$ cat src/rtl/chan_seq_pkg.sv
// Shared types and helpers for the channel sampling sequencer.
// Assumes three color channels coded red=0, green=1, blue=2.
package chan_seq_pkg;

    localparam int CH_W   = 2;
    localparam int NUM_CH = 3;

    typedef enum logic [CH_W-1:0] {
        CH_RED = 2'd0,
        CH_GRN = 2'd1,
        CH_BLU = 2'd2
    } chan_e;

    // Step one position along the three-channel ring in the chosen direction.
    function automatic chan_e ring_step(input chan_e cur, input logic fwd);
        chan_e nxt;
        if (fwd) begin
            case (cur)
                CH_RED:  nxt = CH_GRN;
                CH_GRN:  nxt = CH_BLU;
                default: nxt = CH_RED;
            endcase
        end else begin
            case (cur)
                CH_BLU:  nxt = CH_GRN;
                CH_GRN:  nxt = CH_RED;
                default: nxt = CH_BLU;
            endcase
        end
        return nxt;
    endfunction

    // First channel of the ring for the chosen direction.
    function automatic chan_e ring_head(input logic fwd);
        return fwd ? CH_RED : CH_BLU;
    endfunction

endpackage

$ cat src/rtl/chan_seq_edge.sv
// Single-edge detector on a level input.
// Assumes the input is already synchronous to clk; pol_rise picks the edge.
module chan_seq_edge (
    input  logic clk,
    input  logic rst_n,
    input  logic sig,
    input  logic pol_rise,
    output logic ev
);

    logic sig_q;

    // Remember the level seen at the previous clock.
    always_ff @(posedge clk) begin
        if (!rst_n) sig_q <= 1'b0;
        else        sig_q <= sig;
    end

    // Flag the selected transition in the cycle it is first visible.
    always_comb begin
        ev = pol_rise ? (sig & ~sig_q) : (~sig & sig_q);
    end

endmodule

$ cat src/rtl/chan_seq_fsm.sv
// Channel selection state: ring walk in three-channel mode, alternation of a
// pair in two-channel mode, a fixed channel in single-channel mode.
// Assumes configuration inputs are static levels from a register bank.
module chan_seq_fsm
    import chan_seq_pkg::*;
#(
    parameter int SEL_W = NUM_CH
) (
    input  logic              clk,
    input  logic              rst_n,
    input  logic              adv,
    input  logic              restart_ev,
    input  logic              mode3,
    input  logic              order_fwd,
    input  logic [SEL_W-1:0]  chan_sel,
    output logic [CH_W-1:0]   ch_idx
);

    localparam int CNT_W = $clog2(SEL_W + 1);

    chan_e            ch_q;
    chan_e            ch_nxt;
    chan_e            pair_lo;
    chan_e            pair_hi;
    chan_e            pair_first;
    chan_e            pair_second;
    chan_e            solo;
    logic [CNT_W-1:0] sel_cnt;

    // Count enabled channels.
    always_comb begin
        sel_cnt = '0;
        for (int i = 0; i < SEL_W; i++) begin
            sel_cnt = sel_cnt + CNT_W'(chan_sel[i]);
        end
    end

    // Decode the single channel and the two ends of a channel pair.
    always_comb begin
        solo        = chan_sel[0] ? CH_RED : (chan_sel[1] ? CH_GRN : CH_BLU);
        pair_lo     = chan_sel[0] ? CH_RED : CH_GRN;
        pair_hi     = chan_sel[2] ? CH_BLU : CH_GRN;
        pair_first  = order_fwd ? pair_lo : pair_hi;
        pair_second = order_fwd ? pair_hi : pair_lo;
    end

    // Choose the channel for the next sample slot.
    always_comb begin
        if (mode3) begin
            ch_nxt = ring_step(ch_q, order_fwd);
        end else begin
            case (sel_cnt)
                CNT_W'(1): ch_nxt = solo;
                CNT_W'(2): ch_nxt = (ch_q == pair_first) ? pair_second : pair_first;
                default:   ch_nxt = CH_RED;
            endcase
        end
    end

    // Hold, restart or advance the selected channel.
    always_ff @(posedge clk) begin
        if (!rst_n)                   ch_q <= CH_RED;
        else if (mode3 && restart_ev) ch_q <= ring_head(order_fwd);
        else if (adv)                 ch_q <= ch_nxt;
    end

    assign ch_idx = ch_q;

endmodule

$ cat src/rtl/chan_seq_pulse.sv
// Internal sampling pulse generator: a shift line of trigger events tapped
// at a programmable depth. Assumes one trigger per edge of the input.
module chan_seq_pulse #(
    parameter int DLY_W = 3
) (
    input  logic             clk,
    input  logic             rst_n,
    input  logic             enable,
    input  logic             trig,
    input  logic [DLY_W-1:0] dly_code,
    output logic             int_pulse
);

    localparam int DEPTH = 1 << DLY_W;

    logic [DEPTH-1:0] line_q;

    // Shift accepted trigger events along the delay line.
    always_ff @(posedge clk) begin
        if (!rst_n) line_q <= '0;
        else        line_q <= {line_q[DEPTH-2:0], enable & trig};
    end

    // Tap the line at the programmed depth.
    assign int_pulse = line_q[dly_code];

endmodule

$ cat src/rtl/chan_seq.sv
// Top of the color channel sampling sequencer. It selects the mux channel per
// ADC slot, tags each sample with its channel and produces a delayed internal
// sampling pulse. Assumes all inputs are synchronous to clk.
module chan_seq
    import chan_seq_pkg::*;
#(
    parameter int DLY_W = 3
) (
    input  logic             clk,
    input  logic             rst_n,
    input  logic             adv,
    input  logic             restart_in,
    input  logic             mode3,
    input  logic             order_fwd,
    input  logic [2:0]       chan_sel,
    input  logic             alt_fmt,
    input  logic             pulse_in,
    input  logic             edge_pos,
    input  logic [DLY_W-1:0] dly_code,
    output logic [1:0]       ch_idx,
    output logic             tag_valid,
    output logic [1:0]       tag,
    output logic             int_pulse
);

    logic restart_ev;
    logic pulse_ev;

    chan_seq_edge u_restart_edge (
        .clk      (clk),
        .rst_n    (rst_n),
        .sig      (restart_in),
        .pol_rise (1'b1),
        .ev       (restart_ev)
    );

    chan_seq_fsm #(.SEL_W(NUM_CH)) u_fsm (
        .clk        (clk),
        .rst_n      (rst_n),
        .adv        (adv),
        .restart_ev (restart_ev),
        .mode3      (mode3),
        .order_fwd  (order_fwd),
        .chan_sel   (chan_sel),
        .ch_idx     (ch_idx)
    );

    chan_seq_edge u_pulse_edge (
        .clk      (clk),
        .rst_n    (rst_n),
        .sig      (pulse_in),
        .pol_rise (edge_pos),
        .ev       (pulse_ev)
    );

    chan_seq_pulse #(.DLY_W(DLY_W)) u_pulse (
        .clk       (clk),
        .rst_n     (rst_n),
        .enable    (alt_fmt),
        .trig      (pulse_ev),
        .dly_code  (dly_code),
        .int_pulse (int_pulse)
    );

    // Capture the channel of each sample taken, for the output formatter.
    always_ff @(posedge clk) begin
        if (!rst_n) begin
            tag_valid <= 1'b0;
            tag       <= '0;
        end else begin
            tag_valid <= adv;
            if (adv) tag <= ch_idx;
        end
    end

endmodule

$ cat config.mk
export PLATFORM = sky130hd
export DESIGN_NAME = chan_seq
export DESIGN_NICKNAME = d
export VERILOG_FILES = /design/src/rtl/chan_seq_pkg.sv /design/src/rtl/chan_seq_edge.sv /design/src/rtl/chan_seq_fsm.sv /design/src/rtl/chan_seq_pulse.sv /design/src/rtl/chan_seq.sv
export SDC_FILE = /design/constraint.sdc
export NUM_CORES = 1
export LEC_CHECK = 0
export BUFFER_PORTS_ARGS = -buffer_cell sky130_fd_sc_hd__buf_2
export CAP_MARGIN = 5
export CORE_MARGIN = 5
export CORE_UTILIZATION = 30
export DETAILED_ROUTE_END_ITERATION = 10
export PLACE_DENSITY = 0.5
export RECOVER_POWER = 25
export SYNTH_ARGS = -nofsm -noshare
export SYNTH_HDL_FRONTEND = slang
export SYNTH_HIERARCHICAL = 1
export SYNTH_SLANG_ARGS = --single-unit
$ cat constraint.sdc
create_clock -name clk -period 2.76 [get_ports clk]
set_input_delay 0.828 -clock clk [delete_from_list [all_inputs] [get_ports clk]]
set_output_delay 0.828 -clock clk [all_outputs]
set_load 0.05 [all_outputs]
==> results of run 1 <==
==> state kept, by name, indices dropped and copies added, names as in the netlist <==
register / cells
u_pulse/line_q: 8
tag: 2
u_fsm/ch_idx: 2
tag_valid: 1
u_pulse_edge/sig_q: 1
u_restart_edge/sig_q: 1
==> synth_stat cells (all sizes together) <==
library cell  instances
a211o                 1
nor2b                 3
inv                   9
and2                 10
a21oi                 1
mux4                  2
conb                  1
nand2                 7
o22ai                 2
nand4                 2
nor3b                 1
nand3                 2
o211ai                1
o2111ai               1
o21a                  1
mux2i                 2
mux2                  2
o311ai                1
o21ai                 1
a311o                 2
fa                    1
ha                    5
and3                  1
a31oi                 2
nor2                  1
nand3b                1
nand2b                4
dfxtp                15
==> stage by stage <==
step                power, mW  worst slack, ps  setup TNS [ps]  hold slack [ps]  instance area (um^2)
floorplan               0.294              202               0              421                   816
global placement        0.327             10.9               0              439                   961
detailed placement      0.328            -6.63           -6.63              441                   961
CTS                     0.454             9.11               0              460                   991
global route            0.480             22.0               0              490                   993
finish                  0.446             64.0               0              468                   993
==> worst max-delay path, stage by stage <==
cell and delay [ps]:
buf_2 110, mux4_2 490, mux2_4 290, buf_8 150
==> layout make-up <==
type	count	area, um^2
Clock inverter	1	5.00
Sequential cell	15	300
Inverter	9	33.8
Clock buffer	3	22.5
Fill cell	262	1530
Tap cell	30	37.5
Timing Repair Buffer	21	116
Multi-Input combinational cell	59	478
==> power groups by stage <==
| stage | Combinational (mW) | Sequential [mW] | Clock (mW) |
|---|---|---|---|
| final | 0.0931 | 0.230 | 0.122 |
| after global routing | 0.104 | 0.232 | 0.143 |
| after CTS | 0.0932 | 0.231 | 0.130 |
| after detailed placement | 0.0927 | 0.235 | 0 |
| after global placement | 0.0916 | 0.236 | 0 |
| after floorplan | 0.0461 | 0.248 | 0 |
==> logic make-up (layout without fill, tap and decap cells) <==
group	after synthesis	in the layout
AO/OA/AOI/OAI	13	13
multiplexers	6	6
AND/OR/NAND/NOR	32	32
flip-flops	15	15
adder cells (fa/ha/maj)	6	6
other	1	2
buffers and inverters	9	34
==> worst max-delay path by stage <==
stage,endpoint,slack (ps),cells after the start
floorplan,int_pulse,200,2
global placement,int_pulse,10,4
detailed placement,int_pulse,-7,4
CTS,int_pulse,9,4
global route,int_pulse,20,4
finish,int_pulse,60,4
==> repair_timing <==
item / in CTS / in global routing
setup endpoints to repair: 1 / 1
pin swaps: 0 / 0
gates resized for setup: 1 / 5
==> routing by layer <==
| metal | vias to the layer above | part of all wire [%] | track usage (%) |
|---|---|---|---|
| li1 | 337 | - | - |
| met1 | 311 | 47 | 10.8 |
| met2 | 9 | 48 | 14.1 |
| met3 | 2 | 4.6 | 4.55 |
| met4 | 0 | 0.64 | 2.73 |
| met5 | - | 0 | 0 |
==> results by group, run 1 <==
Global routing
  – First-pass GRT wire length: roughly 2600 um
  – Overall Global Routing Usage: a little under a tenth
  – Vias in the first global route: about 600
  – Initial antenna violation count: 0
  – Largest net degree at the start of global routing: 16
  – Remaining Overflow, GRT: 0

Cells and area
  – Area Growth Syn to Fin: 22.3%
  – Non-Filler Instances: between 100 and 150
  – Layout cells sized above 1: approximately a third
  – Most frequent cells in the layout: 18 x buf_2, 15 x dfxtp_1, 9 x inv_1, 6 x nand2_1, 6 x and2_1
  – Layout Utilization: between 30% and 40%
  – Final nets: 130
  – Commonest non-fill, non-tap cell in the layout: buf_2
  – Diodes inserted: 0

Pwr
  – Clock power share: 27.4%
  – Combinational Power Share: 20.9%
  – Seq pwr share: between 50% and 60%
  – P_int: approximately 0.32 mW
  – Leak pwr: 0.442 nW
  – P_sw: ~0.13 mW
  – VDD IR-drop max: about 320 uV
  – Switching Fraction: 28.9%
  – Power Density: around 450 mW/mm^2

Synth
  – Seq/Total Area, Yosys: around 37%
  – Synth Warn #: 6
  – Synth Area in XOR/XNOR: 0%
  – Synth cell types: 30
  – Mux contribution to synthesized area: between 10% and 20%
  – Post-synth top area share: a little under two fifths
  – Leading area contributor after synthesis: dfxtp_1
  – Avg Inst Size Synth: just under 10 um^2
  – Post-synthesis simple-gate area fraction: a little under a quarter
  – Synth Area in Adders: between 10% and 20%
  – Largest family of logic cells by synthesized area: simple AND/OR/NAND/NOR gates
  – Synth Instances: 82
  – Post-Syn Area: 812 um^2
  – Compound-Gate Fraction of Synth Area: approximately 14%
  – Synth area leaders: dfxtp_1 37%, ha_1 7.7%, mux4_1 6.5%, and2_1 5.4%, inv_1 4.2%
  – #FFs+latches synth: 15

Min path
  – Hold EP: u_pulse/line_q[2]$_SDFF_PN0_
  – Hold Crit Depth: 1
  – Hold Crit Class: register to register
  – Hold_sp: u_pulse/line_q[1]$_SDFF_PN0_

Timing
  – Hold Vio Cnt, Final: 0
  – Minimum clock period: about 2700 ps
  – RSZ-0062 raised after global routing: false
  – Final setup vio count: 0
  – Fmax achieved: ~370 MHz
  – Worst Skew: 5.73 ps
  – Final period utilization: ~98%
  – Fin. max-slew vios: 0

Routing
  – Drt wl/cell: 11.3 um
  – Detail Route Antenna Nets: 0
  – Drt first-iter violations: 14
  – 1st-pass router iterations: 4
  – Wirelength, routed: ~1600 um
  – DRC viols: 0
  – Via-per-instance ratio: ~4.8
  – Vias: ~660

Floorplan
  – Die X: 62.0 um
  – Die H: a little over 60 um
  – Initial Utilization: around 32%
  – Row cnt: 18
  – # IOs: 21
  – Core Region: 0.00252 mm^2
  – Die area: around 0.0038 mm^2

Clocking
  – Clock Latency Late Sink: approximately 280 ps
  – Clock Sink Count: 15
  – CTS max path bufs: 2
  – Hold Buf Count CTS: 0
  – CTS H-tree lvls: 1
  – TritonCTS clock tree: yes
  – Clk pin slew, worst setup/hold paths: 90 ps
  – Num CTS Buffers: 3
  – Post-CTS Setup Bufs: 0
  – CTS Root Cell: clkbuf_4

Flow run
  – # Max-Cap Violations: 0

Worst setup path
  – CP Data Required Time: ~1900 ps
  – CP Launch Type: primary input
  – R2r setup slk: 1170 ps
  – R2r worst-path depth: 4
  – CP endpoint kind: primary output
  – Critical path origin: dly_code[0]
  – Crit Path Max Fanout: 2
  – Worst R2R Start: u_fsm/ch_idx[1]$_SDFFE_PN0P_
  – Reg-to-reg endpoint: u_fsm/ch_idx[0]$_SDFFE_PN0P_
  – Critical path class: primary input to primary output
  – Worst EP arrival: about 1900 ps

Placement
  – Number of port buffers: 20
  – DP Wirelength: 1180 um
  – Final GP Congestion: around 0.91
  – Placed cell count: approximately 130

Status
  – Run status: finished clean
Power figures use the tool's default switching activity.
==> run 2, diff against run 1 <==
--- a/config.mk
+++ b/config.mk
@@ -5,6 +5,7 @@
 export SDC_FILE = /design/constraint.sdc
 export NUM_CORES = 1
 export LEC_CHECK = 0
+export ABC_AREA = 1
 export BUFFER_PORTS_ARGS = -buffer_cell sky130_fd_sc_hd__buf_2
 export CAP_MARGIN = 5
 export CORE_MARGIN = 5
==> run 2 against run 1 <==
  * Power increased by 5.3%
  * Cell count grew 46%
  * Flip-flop and latch count did not move
  * First-iteration DRC count grew to 2.7 times the previous value
  * Clock power barely moved
  * Combinational power grew 25%
  * Fmax increased by 14%
  * Critical path type unchanged
  * Largest cell class unchanged
  * Highest routed layer unchanged
==> results by group, run 2 <==
Timing
  – Hold Vio Cnt, Final: 0
  – Final setup vio count: 0
  – Hold slack: around 430 ps
  – Minimum clock period: between 2000 and 2500 ps
  – Fin. max-slew vios: 0
  – Worst-Margin Slew: between 500 and 600 ps
  – Slew Limit Headroom: about three fifths
  – RSZ-0062 raised after global routing: false
  – Fmax achieved: about 420 MHz
  – Worst Skew: 1.19 ps
  – Fin Setup TNS: 0 ps
  – Final worst slack: ~390 ps
  – Final period utilization: a little under nine tenths

Routing
  – 1st-pass router iterations: 4
  – DRC viols: 0
  – Vias: between 800 and 900
  – Via-per-instance ratio: 4.35
  – Detail Route Antenna Nets: 0
  – Drt first-iter violations: 38
  – Drt wl/cell: roughly 8.8 um
  – Wirelength, routed: between 1500 and 2000 um

Worst setup path
  – Worst EP arrival: about 1500 ps
  – CP Data Required Time: 1930 ps
  – Crit Path Max Fanout: 5
  – Critical path class: primary input to primary output
  – CP endpoint kind: primary output
  – CP Launch Type: primary input
  – R2r setup slk: approximately 1300 ps

Floorplan
  – Row cnt: 20
  – # IOs: 21
  – Die area: roughly 0.0042 mm^2
  – Die H: between 60 and 70 um
  – Die X: about 65 um
  – Core Region: a little under 0.003 mm^2
  – Initial Utilization: between 30% and 40%

Placement
  – Final GP Congestion: approximately 0.73
  – Pre-CTS setup slack: between 300 and 400 ps
  – DP Wirelength: between 1000 and 1500 um
  – Number of port buffers: 20

Global routing
  – First-pass GRT wire length: 3390 um
  – Largest net degree at the start of global routing: 15
  – Overall Global Routing Usage: under 10%
  – Vias in the first global route: 868
  – Remaining Overflow, GRT: 0
  – Initial antenna violation count: 0

Cells and area
  – Most frequent cells in the layout: 44 x nand2_1, 38 x inv_1, 19 x buf_2, 15 x dfxtp_1, 14 x nand3_1
  – Final nets: 191
  – Diodes inserted: 0
  – Layout cells sized above 1: 17.8%
  – Largest register by flop count: u_pulse/line_q
  – Layout Utilization: between 30% and 40%
  – Commonest non-fill, non-tap cell in the layout: nand2_1
  – Largest register FFs: 8
  – Area Growth Syn to Fin: 18.2%

Synth
  – Avg Inst Size Synth: 6.30 um^2
  – Synth Area in XOR/XNOR: 0%
  – Synth cell types: 19
  – Ys async rst share: 0%
  – Post-Syn Area: ~910 um^2
  – Count of flip-flops with a built-in enable after synthesis: 0
  – #FFs+latches synth: 15
  – Synth Area in Adders: under 10%
  – Seq/Total Area, Yosys: between 30 and 40%
  – Synth Warn #: 6
  – Mux contribution to synthesized area: 0%
  – Count leader, synth: nand2_1
  – Post-synthesis simple-gate area fraction: 34.7%
  – Most frequent cells after synthesis: 44 x nand2_1, 38 x inv_1, 15 x dfxtp_1
  – Post-synth top area share: between 30% and 40%
  – Compound-Gate Fraction of Synth Area: 6.03%
  – Synth Instances: about 150
  – Largest family of logic cells by synthesized area: simple AND/OR/NAND/NOR gates
  – Leading area contributor after synthesis: dfxtp_1
  – Synth Flop Type: dfxtp_1
  – Synth area leaders: dfxtp_1 33%, nand2_1 18%, inv_1 16%, nand3_1 7.7%, ha_1 6.8%

Clocking
  – Post-cts sizing count: 0
  – Num CTS Buffers: 3
  – Post-CTS Setup Bufs: 0
  – CTS max path bufs: 2
  – CTS Root Cell: clkbuf_4
  – TritonCTS clock tree: yes
  – Clk pin slew, worst setup/hold paths: approximately 90 ps
  – Clock Latency Late Sink: between 200 and 300 ps
  – CTS H-tree lvls: 1
  – Hold Buf Count CTS: 0
  – Clock Sink Count: 15

Pwr
  – VDD IR-drop max: ~310 uV
  – Final Power: ~0.47 mW
  – Leak pwr: 0.664 nW
  – Power Density: 435 mW/mm^2

Status
  – Run status: finished clean

Min path
  – Hold Crit Class: register to register

Flow run
  – # Max-Cap Violations: 0
==> run 2: changes by cell type after synthesis, moves of 3 or more <==
cell and change:
and2_1 -7, nor2_1 +6, nand3_1 +12, nor2b_1 -3, and2_2 -3, nand2b_1 -4, nand2_1 +38, inv_1 +29
o21ai_0 +5
==> run 2: routing by layer <==
layer / vias up / share of wire, % / global-route usage (%)
li1: 475 / - / -
met1: 388 / 47 / 11.6
met2: 13 / 48 / 17.6
met3: 2 / 4.7 / 3.25
met4: 0 / 0.84 / 2.33
met5: - / 0 / 0
==> run 2: worst paths after layout <==
path,start,to,cells after the start
worst min-delay path,u_pulse/line_q[5]$_SDFF_PN0_,u_pulse/line_q[6]$_SDFF_PN0_,2
worst max register to register,u_fsm/ch_idx[0]$_SDFFE_PN0P_,u_fsm/ch_idx[1]$_SDFFE_PN0P_,7
worst max-delay path,dly_code[0],int_pulse,8
worst min register to register,u_pulse/line_q[5]$_SDFF_PN0_,u_pulse/line_q[6]$_SDFF_PN0_,2
==> run 2: report_power, final <==
| part | switching (mW) | internal, mW | total (mW) |
|---|---|---|---|
| clock network | 0.0694 | 0.0537 | 0.123 |
| logic | 0.0765 | 0.0396 | 0.116 |
| registers | 0.00621 | 0.224 | 0.230 |
==> run 2: worst max-delay path: stages <==
cell and delay (ps):
buf_2 130, inv_2 60, nand2_1 50, nand3_1 60, nand2_1 60, nand2_1 40
nand2_1 50, buf_2 250
==> run 2: final cells by class <==
| cell class | count | area (um^2) |
|---|---|---|
| fill | 354 | 1900 |
| multi-input combinational | 90 | 462 |
| sequential | 15 | 300 |
| inverter | 40 | 150 |
| timing repair buffer | 20 | 98.8 |
| tap | 33 | 41.3 |
| clock buffer | 3 | 22.5 |
| clock inverter | 1 | 5.00 |
==> run 2: through the flow <==
stage | instance area (um^2) | cells
floorplan | 917 | 146
global placement | 1050 | 198
detailed placement | 1050 | 198
CTS | 1080 | 202
global route | 1080 | 202
finish | 1080 | 202
==> run 2: kinds of logic (layout without fill, tap and decap cells) <==
logic type,Yosys count,after routing
buffers and inverters,41,64
other,1,2
adders and majority gates,6,6
DFF,15,15
and+or+nand+nor,72,72
AOI/OAI and AO/OA,10,10
==> run 3, diff against run 2 <==
--- a/config.mk
+++ b/config.mk
@@ -8,11 +8,14 @@
 export ABC_AREA = 1
 export BUFFER_PORTS_ARGS = -buffer_cell sky130_fd_sc_hd__buf_2
 export CAP_MARGIN = 5
+export CELL_PAD_IN_SITES_DETAIL_PLACEMENT = 1
+export CELL_PAD_IN_SITES_GLOBAL_PLACEMENT = 1
 export CORE_MARGIN = 5
 export CORE_UTILIZATION = 30
+export CTS_BUF_LIST = sky130_fd_sc_hd__clkbuf_16
 export DETAILED_ROUTE_END_ITERATION = 10
-export PLACE_DENSITY = 0.5
-export RECOVER_POWER = 25
+export PLACE_DENSITY = 0.67
+export RECOVER_POWER = 100
 export SYNTH_ARGS = -nofsm -noshare
 export SYNTH_HDL_FRONTEND = slang
 export SYNTH_HIERARCHICAL = 1
==> run 3 against run 2 <==
  * Fmax is 1.2% lower
  * Non-clock buffer count stayed put
  * Via count is 1.7% higher
  * Clock power is 130% higher
  * Setup slack worse by 28 ps
  * Critical endpoint unchanged
  * Largest cell class unchanged
  * Highest routed layer unchanged
==> results by group, run 3 (synthesis gave the netlist of run 2 again) <==
Status
  – Run status: finished clean

Cells and area
  – Largest register by flop count: u_pulse/line_q
  – Layout cells sized above 1: 14.2%
  – Commonest non-fill, non-tap cell in the layout: nand2_1
  – Largest register FFs: 8
  – Most frequent cells in the layout: 44 x nand2_1, 38 x inv_1, 15 x dfxtp_1, 14 x nand3_1, 12 x buf_2
  – Final nets: around 190
  – Non-Filler Instances: a little over 200
  – Diodes inserted: 0
  – Area Growth Syn to Fin: 23.4%

Routing
  – Wirelength, routed: about 2000 um
  – Met2 WL: a little over 1000 um
  – Drt wl/cell: slightly above 10 um
  – WL met3: 82 um
  – Detail Route Antenna Nets: 0
  – Top sig layer: met4
  – M1 WL: roughly 900 um
  – Drt first-iter violations: 13
  – Vias: between 800 and 900
  – Via-per-instance ratio: between 4 and 5
  – 1st-pass router iterations: 4
  – DRC viols: 0

Worst setup path
  – CP endpoint kind: primary output
  – Critical Path Slowest Stage Cell: clkbuf_2
  – Critical path class: primary input to primary output
  – Crit Path Max Fanout: 5
  – CP Data Required Time: between 1500 and 2000 ps
  – Crit path largest cell delay: 270 ps
  – R2r worst-path depth: 10
  – Cell mode on critical path: nand2_1
  – Levels on crit path: 8
  – Delay-heaviest family, CP: buffers and inverters
  – CP Launch Type: primary input
  – Worst EP arrival: approximately 1600 ps
  – CP Cell Sequence: buf_2, inv_2, nand2_1, nand3_1, nand2_1, nand2_1, nand2_1, clkbuf_2
  – CP Buf/Inv Count: 3

Pwr
  – Leak pwr: between 0.6 and 0.7 nW
  – Power Density: between 500 and 600 mW/mm^2
  – VDD IR-drop max: 328 uV

Placement
  – Placed cell count: just under 200
  – DP Wirelength: about 1700 um
  – Number of port buffers: 20
  – Final GP Congestion: approximately 0.77

Timing
  – Hold Vio Cnt, Final: 0
  – Final period utilization: approximately 87%
  – Worst Skew: 7.56 ps
  – Fin. max-slew vios: 0
  – Fin Setup TNS: 0 ps
  – Fmax achieved: approximately 420 MHz
  – Worst-Margin Slew: roughly 600 ps
  – Minimum clock period: between 2000 and 2500 ps
  – RSZ-0062 raised after global routing: false
  – Final setup vio count: 0
  – Slew Limit Headroom: 60.3%

Global routing
  – Vias in the first global route: roughly 940
  – Largest net degree at the start of global routing: 15
  – Remaining Overflow, GRT: 0
  – Overall Global Routing Usage: approximately 11%
  – Initial antenna violation count: 0
  – First-pass GRT wire length: 3730 um

Floorplan
  – Row cnt: 20
  – Die X: ~65 um
  – Initial Utilization: between 30% and 40%
  – Die area: about 0.0042 mm^2
  – Die H: approximately 65 um
  – # IOs: 21
  – Core Region: roughly 0.0030 mm^2

Clocking
  – CTS max path bufs: 2
  – CTS H-tree lvls: 1
  – Clk pin slew, worst setup/hold paths: 50 ps
  – Num CTS Buffers: 3
  – Clock Latency Late Sink: 250 ps
  – Clock Sink Count: 15
  – Post-CTS Setup Bufs: 0
  – Hold Buf Count CTS: 0
  – CTS Root Cell: clkbuf_16
  – Post-cts sizing count: 0
  – TritonCTS clock tree: yes

Min path
  – Hold Crit Class: register to register
  – Hold Crit Depth: 2

Flow run
  – # Max-Cap Violations: 0
run 3: worst min-delay path, delay by kind of cell, from the launching register on:
family,cells,cell delay (ps)
buf+inv,1,30
flops,1,310
simple gates,1,50
run 3: per-layer routing:
metal | vias up | track usage (%)
li1 | 471 | -
met1 | 408 | 13.1
met2 | 12 | 19.0
met3 | 2 | 2.56
met4 | 0 | 3.89
met5 | - | 0
run 3: through the flow:
| step | worst slack, ps | hold WS [ps] | total power, mW | util [%] | instance area, um^2 |
|---|---|---|---|---|---|
| after floorplan | 542 | 407 | 0.317 | - | 917 |
| after global placement | 389 | 417 | 0.351 | 35.4 | 1050 |
| after detailed placement | 372 | 422 | 0.356 | 35.4 | 1050 |
| after CTS | 367 | 429 | 0.647 | 38.2 | 1140 |
| after global routing | 269 | 441 | 0.673 | 37.9 | 1130 |
| final | 363 | 426 | 0.634 | 37.9 | 1130 |
run 3: final timing paths:
kind / start / to / slack [ps]
max: dly_code[0] / int_pulse / 360
max reg2reg: u_fsm/ch_idx[1]$_SDFFE_PN0P_ / u_fsm/ch_idx[0]$_SDFFE_PN0P_ / 1340
min reg2reg: u_pulse/line_q[6]$_SDFF_PN0_ / u_pulse/line_q[7]$_SDFF_PN0_ / 430
min: u_pulse/line_q[6]$_SDFF_PN0_ / u_pulse/line_q[7]$_SDFF_PN0_ / 430
run 3: cell type report:
| cell class | instances | area [um^2] |
|---|---|---|
| fill | 398 | 1850 |
| multi-input combinational | 90 | 462 |
| tap | 33 | 41.3 |
| clock inverter | 1 | 7.51 |
| sequential | 15 | 300 |
| timing repair buffer | 20 | 91.3 |
| inverter | 40 | 150 |
| clock buffer | 3 | 75.1 |
run 3: report_power, final:
part | total (mW) | internal (mW) | leakage, nW | switching (mW)
Clock | 0.286 | 0.195 | 0.0371 | 0.0906
Combinational | 0.117 | 0.0383 | 0.501 | 0.0791
Sequential | 0.231 | 0.224 | 0.123 | 0.00633
Total | 0.634 | 0.458 | 0.661 | 0.176
